$ cat src/rtl/batch_timer_pkg.sv
package batch_timer_pkg;
  typedef enum logic [1:0] {
    TS_STOP   = 2'd0,
    TS_RUN    = 2'd1,
    TS_RELOAD = 2'd2
  } tmr_state_e;
endpackage

$ cat src/rtl/batch_timer_scale.sv
module batch_timer_scale #(
  parameter int CYC_W   = 32,
  parameter int SHIFT_W = 3
) (
  input  logic [CYC_W-1:0]   cycles_i,
  input  logic [SHIFT_W-1:0] shift_i,
  output logic [CYC_W-1:0]   ticks_o
);
  localparam int NSH = 1 << SHIFT_W;

  logic [CYC_W-1:0] cand [NSH];

  for (genvar s = 0; s < NSH; s++) begin : g_sh
    assign cand[s] = cycles_i >> s;
  end

  assign ticks_o = cand[shift_i];
endmodule

$ cat src/rtl/batch_timer_rem.sv
module batch_timer_rem #(
  parameter int W = 32
) (
  input  logic         clk,
  input  logic         rst,
  input  logic         start_i,
  input  logic         abort_i,
  input  logic [W-1:0] dividend_i,
  input  logic [W-1:0] divisor_i,
  output logic         done_o,
  output logic [W-1:0] rem_o
);
  localparam int CB = (W > 1) ? $clog2(W) : 1;

  logic          active_q, done_q;
  logic [CB-1:0] cnt_q;
  logic [W-1:0]  dvd_q, div_q;
  logic [W:0]    rem_q, trial, rem_nx;

  always_comb begin
    trial  = {rem_q[W-1:0], dvd_q[W-1]};
    rem_nx = (trial >= {1'b0, div_q}) ? (trial - {1'b0, div_q}) : trial;
  end

  always_ff @(posedge clk) begin
    if (rst) begin
      active_q <= 1'b0;
      done_q   <= 1'b0;
      cnt_q    <= '0;
      dvd_q    <= '0;
      div_q    <= '0;
      rem_q    <= '0;
    end else begin
      done_q <= 1'b0;
      if (abort_i) begin
        active_q <= 1'b0;
      end else if (start_i) begin
        active_q <= 1'b1;
        cnt_q    <= CB'(W - 1);
        dvd_q    <= dividend_i;
        div_q    <= divisor_i;
        rem_q    <= '0;
      end else if (active_q) begin
        dvd_q <= dvd_q << 1;
        rem_q <= rem_nx;
        if (cnt_q == '0) begin
          active_q <= 1'b0;
          done_q   <= 1'b1;
        end else begin
          cnt_q <= cnt_q - CB'(1);
        end
      end
    end
  end

  assign done_o = done_q;
  assign rem_o  = rem_q[W-1:0];
endmodule

$ cat src/rtl/cyc_batch_timer.sv
module cyc_batch_timer
  import batch_timer_pkg::*;
#(
  parameter int CNT_W   = 32,
  parameter int CYC_W   = 32,
  parameter int SHIFT_W = 3
) (
  input  logic               clk,
  input  logic               rst,
  input  logic               cfg_load,
  input  logic [CNT_W-1:0]   cfg_init,
  input  logic               cfg_periodic,
  input  logic               cfg_mask,
  input  logic [SHIFT_W-1:0] cfg_shift,
  input  logic               upd_valid,
  input  logic [CYC_W-1:0]   upd_cycles,
  output logic               busy,
  output logic [CNT_W-1:0]   cur_count,
  output logic               irq_pulse
);
  localparam int CMP_W = (CNT_W > CYC_W) ? CNT_W : CYC_W;

  tmr_state_e       state_q;
  logic [CNT_W-1:0] init_q, cur_q;
  logic             irq_q;

  logic [CYC_W-1:0] ticks;
  logic [CMP_W-1:0] ticks_x, cur_x, init_x, over_x, mod_rem;
  logic             running, expire, fast, mod_start, mod_done;

  batch_timer_scale #(.CYC_W(CYC_W), .SHIFT_W(SHIFT_W)) u_scale (
    .cycles_i(upd_cycles),
    .shift_i (cfg_shift),
    .ticks_o (ticks)
  );

  always_comb begin
    ticks_x   = CMP_W'(ticks);
    cur_x     = CMP_W'(cur_q);
    init_x    = CMP_W'(init_q);
    over_x    = ticks_x - cur_x;
    running   = (state_q == TS_RUN) && upd_valid && !cfg_load;
    expire    = running && (ticks_x >= cur_x);
    fast      = over_x < init_x;
    mod_start = expire && cfg_periodic && !fast;
  end

  batch_timer_rem #(.W(CMP_W)) u_rem (
    .clk       (clk),
    .rst       (rst),
    .start_i   (mod_start),
    .abort_i   (cfg_load),
    .dividend_i(over_x),
    .divisor_i (init_x),
    .done_o    (mod_done),
    .rem_o     (mod_rem)
  );

  always_ff @(posedge clk) begin
    if (rst) begin
      state_q <= TS_STOP;
      init_q  <= '0;
      cur_q   <= '0;
      irq_q   <= 1'b0;
    end else begin
      irq_q <= 1'b0;
      if (cfg_load) begin
        init_q  <= cfg_init;
        cur_q   <= cfg_init;
        state_q <= (cfg_init != '0) ? TS_RUN : TS_STOP;
      end else begin
        case (state_q)
          TS_RUN: begin
            if (running && !expire) begin
              cur_q <= cur_q - CNT_W'(ticks_x);
            end else if (expire) begin
              irq_q <= !cfg_mask;
              if (!cfg_periodic) begin
                cur_q   <= '0;
                state_q <= TS_STOP;
              end else if (fast) begin
                cur_q <= init_q - CNT_W'(over_x);
              end else begin
                cur_q   <= '0;
                state_q <= TS_RELOAD;
              end
            end
          end
          TS_RELOAD: begin
            if (mod_done) begin
              cur_q   <= init_q - CNT_W'(mod_rem);
              state_q <= TS_RUN;
            end
          end
          default: ;
        endcase
      end
    end
  end

  assign busy      = (state_q == TS_RELOAD);
  assign cur_count = cur_q;
  assign irq_pulse = irq_q;
endmodule

$ cat config.mk
export PLATFORM = sky130hd
export DESIGN_NAME = cyc_batch_timer
export DESIGN_NICKNAME = d
export VERILOG_FILES = /design/src/rtl/batch_timer_pkg.sv /design/src/rtl/batch_timer_scale.sv /design/src/rtl/batch_timer_rem.sv /design/src/rtl/cyc_batch_timer.sv
export SDC_FILE = /design/constraint.sdc
export NUM_CORES = 1
export LEC_CHECK = 0
export BUFFER_PORTS_ARGS = -buffer_cell sky130_fd_sc_hd__buf_2
export CAP_MARGIN = 20
export CORE_MARGIN = 5
export CORE_UTILIZATION = 40
export CTS_CLUSTER_SIZE = 40
export DETAILED_ROUTE_END_ITERATION = 6
export PLACE_DENSITY = 0.57
export SLEW_MARGIN = 20
export SYNTH_ARGS = -nofsm -noshare
export SYNTH_HDL_FRONTEND = slang
export SYNTH_SLANG_ARGS = --single-unit
$ cat constraint.sdc
create_clock -name clk -period 6.7 [get_ports clk]
set_input_delay 0 -clock clk [delete_from_list [all_inputs] [get_ports clk]]
set_output_delay 0 -clock clk [all_outputs]
set_load 0.01 [all_outputs]
Yosys cells after proc, flatten, opt, wreduce, memory -nomap -nowiden
Index checks and enable logic that the tools add are counted.

Bits of input ports: 73. Flip-flop bits (word level): 170. Output and inout port bits: 34. Word-level logic and storage cells: 85.

Magnitude comparators: 4. Reductions and logical operators: 22. Mux-type cells: 30. Equality and inequality tests: 8. $add $sub $neg: 6. Bitwise operators: 5.

Operator list (count): 32-bit two-way mux (13); 32-bit subtractor (5); 32-bit binary-select mux with 3-bit select (1); 32-bit one-hot mux with 2 select lines (1); 33-bit by 32-bit greater-or-equal comparator with 1-bit output (1); 32-bit greater-or-equal comparator (1); 32-bit < comparator (1); 32-bit nonzero test (1); 5-bit two-way mux (3); 2-bit two-way mux (6); 1-bit logical AND (6); 3-bit != test, second input constant (2); 3-bit AND reduction (2); 5-bit zero test (1); 1-bit two-way mux (5); 5-bit AND reduction (1); 5-bit OR reduction (1); 5-bit by 1-bit subtractor with 5-bit output, second input constant (1); 4-bit greater-or-equal comparator, second input constant (1); 1-bit zero test (4); 4-bit by 3-bit != test with 1-bit output, second input constant (1); 4-bit != test, second input constant (1); 1-bit inverter (4); 3-bit inverter with 4-bit output (1); other kinds (10) (11).

Longest topological paths before layout
Word-level depth: 12. Mapped depth: 34. Gate-level depth less buffers: 30.

Cells and area by module
Synthesis repeated with hierarchy kept, for this count alone.

Cell total of the unflattened synthesis: 2362. Area total of the unflattened synthesis: 17782.1 sq um.

Modules (own cells, without submodules): cyc_batch_timer (times used 1, seq. area each 1341.3 sq um, cells each 1471, area each 10587.7 sq um); batch_timer_rem (times used 1, seq. area each 2062.0 sq um, cells each 738, area each 6013.3 sq um); batch_timer_scale (times used 1, seq. area each 0.0 sq um, cells each 153, area each 1181.1 sq um).

Least setup slack after synthesis
OpenSTA, ideal clock, no wires.

Kind: input port to flip-flop. From: in cfg_shift[0]. To: reg u_rem.dvd_q[10]. Library setup time: 0.086 ns. Cell stages on the path: 32. Path slack: 0.748 ns. Required time: 6.614 ns. Path buffers: 4. Arrival time: 5.867 ns. Cell sequence: buf_1 inv_1 clkbuf_1 mux2i_1 nand2_1 o21ai_0 inv_1 ha_1 buf_2 nor2_1 a211o_1 a21o_1 o21a_1 a31oi_2 a41o_1 a21oi_1 o21bai_1 xnor2_1 ha_1 a21oi_1 nor2b_1 o21a_1 o21ai_0 nand2b_1 a21oi_1 o21ai_0 and4bb_1 nor2_1 nor4b_4 buf_2 a211oi_1 a211oi_1.

Longest elaborated chain between the ends: 10. Elaborated cells between the ends (all ways): 14. Classes of those cells: add/sub (1); order compare (2); mux (4); bitwise (1); reduce/logical (6).

RTL lines: start, declared (RTL line cyc_batch_timer.sv:14) `input logic [SHIFT_W-1:0] cfg_shift,`; 3-bit inverter with 4-bit output (implied by the code) * (RTL line batch_timer_scale.sv:17) `assign ticks_o = cand[shift_i];`; 32-bit binary-select mux with 3-bit select * (RTL line batch_timer_scale.sv:17); 32-bit two-way mux (implied by the code) * (2 in series) (RTL line batch_timer_scale.sv:17); 32-bit subtractor or 32-bit greater-or-equal comparator (tied branches) (RTL line cyc_batch_timer.sv:41, cyc_batch_timer.sv:43); 32-bit < comparator or 1-bit logical AND (tied branches) (RTL line cyc_batch_timer.sv:44, cyc_batch_timer.sv:43); 1-bit zero test or 1-bit logical AND (tied branches) (RTL line cyc_batch_timer.sv:45) `mod_start = expire && cfg_periodic && !fast;`; 1-bit logical AND (RTL line cyc_batch_timer.sv:45); 2-bit nonzero test (no source line); 2-bit AND reduction (no source line); end signal, assigned (RTL line batch_timer_rem.sv:40) `dvd_q <= dividend_i;`; end signal, assigned (RTL line batch_timer_rem.sv:44) `dvd_q <= dvd_q << 1;`; end, declared (RTL line batch_timer_rem.sv:17) `logic [W-1:0] dvd_q, div_q;`.

Mark *: on every way between the ends. The rest lies on a longest branch, timed or not. The select of a mux whose other input is x is not followed. A chain may end at the register's enable or synchronous reset.

Worst setup path in the final report
From: in cfg_shift[0]. To: reg cur_q[27] (netlist: cur_count[27]).

Longest elaborated chain between the ends: 12. Elaborated cells between the ends (all ways): 20. Classes of those cells: add/sub (3); order compare (2); eq/ne (1); mux (9); bitwise (1); reduce/logical (4).

RTL lines: 3-bit inverter with 4-bit output (implied by the code) * (RTL line batch_timer_scale.sv:17); 32-bit binary-select mux with 3-bit select * (RTL line batch_timer_scale.sv:17); 32-bit two-way mux (implied by the code) * (2 in series) (RTL line batch_timer_scale.sv:17); 32-bit subtractor (RTL line cyc_batch_timer.sv:41) `over_x = ticks_x - cur_x;`; 32-bit subtractor or 32-bit < comparator (tied branches) (RTL line cyc_batch_timer.sv:82, cyc_batch_timer.sv:44); 32-bit two-way mux (RTL line cyc_batch_timer.sv:81) `end else if (fast) begin`; 32-bit two-way mux (RTL line cyc_batch_timer.sv:78) `if (!cfg_periodic) begin`; 32-bit two-way mux (RTL line cyc_batch_timer.sv:76) `end else if (expire) begin`; 32-bit two-way mux (RTL line cyc_batch_timer.sv:74) `if (running && !expire) begin`; 32-bit one-hot mux with 2 select lines (RTL line cyc_batch_timer.sv:72) `case (state_q)`; 32-bit two-way mux (RTL line cyc_batch_timer.sv:67) `if (cfg_load) begin`; end signal, assigned (RTL line cyc_batch_timer.sv:69) `cur_q <= cfg_init;`; end signal, assigned (RTL line cyc_batch_timer.sv:75) `cur_q <= cur_q - CNT_W'(ticks_x);`; end signal, assigned (RTL line cyc_batch_timer.sv:82) `cur_q <= init_q - CNT_W'(over_x);`; end, declared (RTL line cyc_batch_timer.sv:24) `logic [CNT_W-1:0] init_q, cur_q;`.

Marked as above.

==> summary.txt <==
Status = finished clean
WS Path Type = in -> reg
Crit. End Element = register
Avg Synthesized Cell Area = 7.59 sq um
Yosys warns = 0
Final Util = 0.457
Post-Syn Area = 16800 sq um
Remaining DRCs = 0
Clk sinks = 170
Prevailing post-synth register cell = dfxtp_1
Placed cell area = 18100 sq um
Total core area = 41800 sq um
Area leader, netlist = dfxtp_1
Ranking of synthesized cells by area = dfxtp_1, ha_1, a21oi_1, nand2_1, mux2i_1
Vias/cell = 5.80
Worst path bufs/invs = 3
Layout cells sized above 1 = 0.109
Crit path max fanout = 18
Routability cong. = 0.950
Clk_lat worst skew = 0.46 ns
Die width = 215 um
PnR worst setup slack = 0.538 ns
Worst rel slew slack = 0.305
Cells after synthesis = 2212
ANT cells = 0
Layout area overhead = 13.8%
Drt initial violations = 1293
H-tree levels = 4
Initial antenna violation count = 0
Worst r2r src = cur_count[0]$_SDFFE_PP0P_
Hold Path Origin = cfg_periodic
Multi-input gate area = 12300 sq um
Via count = 16600
Worst-case vdd ir drop = 173 uV
Pwr/cell area = 218 nW/um^2
WL per Instance = 20.3 um
Hpwl dp = 45900 um
Setup bufs post-CTS = 0
First-pass GRT wire length = 91500 um
Worst-Margin Slew = 1.03 ns
Final setup fails = 0
# IOs = 107
Worst path required time = 7.01 ns
Post-synth top area share = 0.203
RSZ-0062 raised after global routing = no
Largest net degree at the start of global routing = 81
Initial Utilization = 0.402
Clk buf depth = 2
Sequential share of the synthesized area = 0.203
Seq. cell area = 3400 sq um
Global route overflow = 0
Worst Skew = 0.0236 ns
Final hold violations = 0
Fillcell total = 4193
Gr usage total = 0.245
Vias in the first global route = 15900
Die ar. = 46200 sq um
Max-slew violations = 0
1st-pass router iterations = 5
FP Rows = 75
Worst Path Arrival = 6.47 ns
Max Cap Viol = 0
Final Cycle Share = 0.920
CP Launch Type = primary input
Ys async rst share = 0
CP max stage cell = fa_1
Tmin final = 6.16 ns
Critical Path Start = cfg_shift[0]
Clock transition at path regs = 0.07 ns
Root Driver = clkbuf_16
Min-delay worst type = in -> reg
Dpl cells = 2802
Setup TNS = 0 ns
Post-synth EDFFs = 0
Syn_nets = 2442
Crit-path max cell delay = 0.46 ns
Die height = 215 um
Leakage dissipation = 8.06 nW
Cts bufs inserted = 17
F_max = 162 MHz
Design Area, Final = 19100 sq um
CTS tree = done
Place WS = -0.0867 ns
Cell family contributing the most delay on the critical path = compound AO/OA/AOI/OAI gates
Post-synthesis register bit count = 170
Netlist cell types = 90
PortBufs = 106
Number of nets in the layout = 2546
DRT antenna net count = 0
Finished Layout Cells = 2868
Routed WL = 58400 um
registers in the layout, indices dropped and copies added (netlist names):
signal,count
state_q,2
u_rem.done_o,1
u_rem.rem_q,32
u_rem.div_q,32
u_rem.active_q,1
u_rem.dvd_q,32
init_q,32
cur_count,32
irq_pulse,1
u_rem.cnt_q,5
power breakdown:
part           internal (mW)  total [mW]  switching [mW]
combinational          0.770        1.89            1.12
clock                  0.709        1.19           0.477
sequential              1.04        1.09          0.0514
per-layer routing:
metal | track usage | vias up | wire length [um]
li1 | - | 8190 | -
met1 | 0.354 | 7829 | 28100
met2 | 0.388 | 547 | 25600
met3 | 0.0317 | 65 | 3320
met4 | 0.0642 | 0 | 1340
met5 | 0 | - | 0
synthesized netlist by cell type (all sizes together), types with 6 or more instances:
library cell	number
o21ai	119
mux4	15
a31oi	14
nand2	244
clkbuf	83
a221oi	29
maj3	7
nand2b	32
and4	7
nor2b	35
o21a	19
o311a	8
a21boi	9
a22oi	8
a311oi	7
nor4	14
inv	168
a2111oi	6
o211ai	16
or3	9
a221o	11
and2	15
xnor2	79
a21o	65
dfxtp	170
a21oi	221
nand4	26
mux2i	70
buf	39
a211o	7
xor2	55
ha	152
o21bai	19
and3	35
nand3	36
o22ai	8
a211oi	88
mux2	6
o211a	6
nor3	30
nor2	149
worst reg2reg max path, stage by stage, from the launching register on:
cell	delay, ns
dfxtp_1	0.40
ha_1	0.19
inv_1	0.06
fa_1	0.46
a211oi_1	0.36
o21ai_1	0.16
a21boi_1	0.39
xor2_1	0.31
ha_1	0.35
a21o_1	0.18
a21o_1	0.17
a21oi_1	0.18
nand2_1	0.09
o211ai_1	0.31
a2111oi_2	0.15
nor4_1	0.40
o32ai_1	0.18
maj3_2	0.36
maj3_2	0.34
a211oi_2	0.37
xnor2_1	0.16
a221oi_1	0.30
a211oi_1	0.09
worst paths after layout:
path / cells past startpoint / slack [ns] / endpoint
worst max-delay path: 27 / 0.54 / cur_count[27]$_SDFFE_PP0P_
worst min-delay path: 3 / 0.03 / state_q[1]$_SDFFE_PP0P_
worst max register to register: 22 / 0.62 / cur_count[27]$_SDFFE_PP0P_
worst min register to register: 2 / 0.45 / u_rem.div_q[7]$_SDFFE_PP0P_
repair_timing:
item	4_1_cts	5_1_grt
gates resized for setup	0	1
endpoints found under the hold margin	42	0
setup endpoints to repair	0	2
hold buffers	34	0
kinds of logic after synthesis:
family | synth area share
XOR/XNOR | 0.0754
buffers and inverters | 0.0676
adder cells (fa/ha/maj) | 0.124
flip-flops | 0.203
multiplexers | 0.0659
AND/OR/NAND/NOR | 0.186
AO/OA/AOI/OAI | 0.278
per-stage QoR:
stage	hold WS, ns	power (mW)
3_3_place_gp	0.168	2.95
5_1_grt	0.0300	4.41
2_1_floorplan	0.0767	2.42
4_1_cts	0.0164	4.15
3_5_place_dp	0.168	2.94
6_report	0.0344	4.17
cell usage in the layout (no fill, tap or decap), types with 26 or more instances in the layout:
cell type,synthesis,final
a211oi_1,87,87
a21o_1,65,65
a21oi_1,221,221
a221oi_1,29,29
and3_1,35,35
buf_2,24,104
buf_4,3,64
dfxtp_1,170,170
dlygate4sd3_1,0,34
ha_1,152,152
inv_1,168,168
mux2i_1,70,70
nand2_1,244,243
nand2b_1,32,32
nand3_1,35,35
nand4_1,26,26
nor2_1,149,149
nor2b_1,35,34
nor3_1,30,30
o21ai_0,112,112
xnor2_1,79,79
xor2_1,55,55
layout make-up:
type | count | share of cell area
Inverter | 169 | 0.0332
Timing Repair Buffer | 207 | 0.0748
Clock inverter | 15 | 0.0134
Clock buffer | 17 | 0.0223
Multi-Input combinational cell | 1751 | 0.643
Tap cell | 539 | 0.0353
Sequential cell | 170 | 0.178
(Power assumes the default switching activity.)
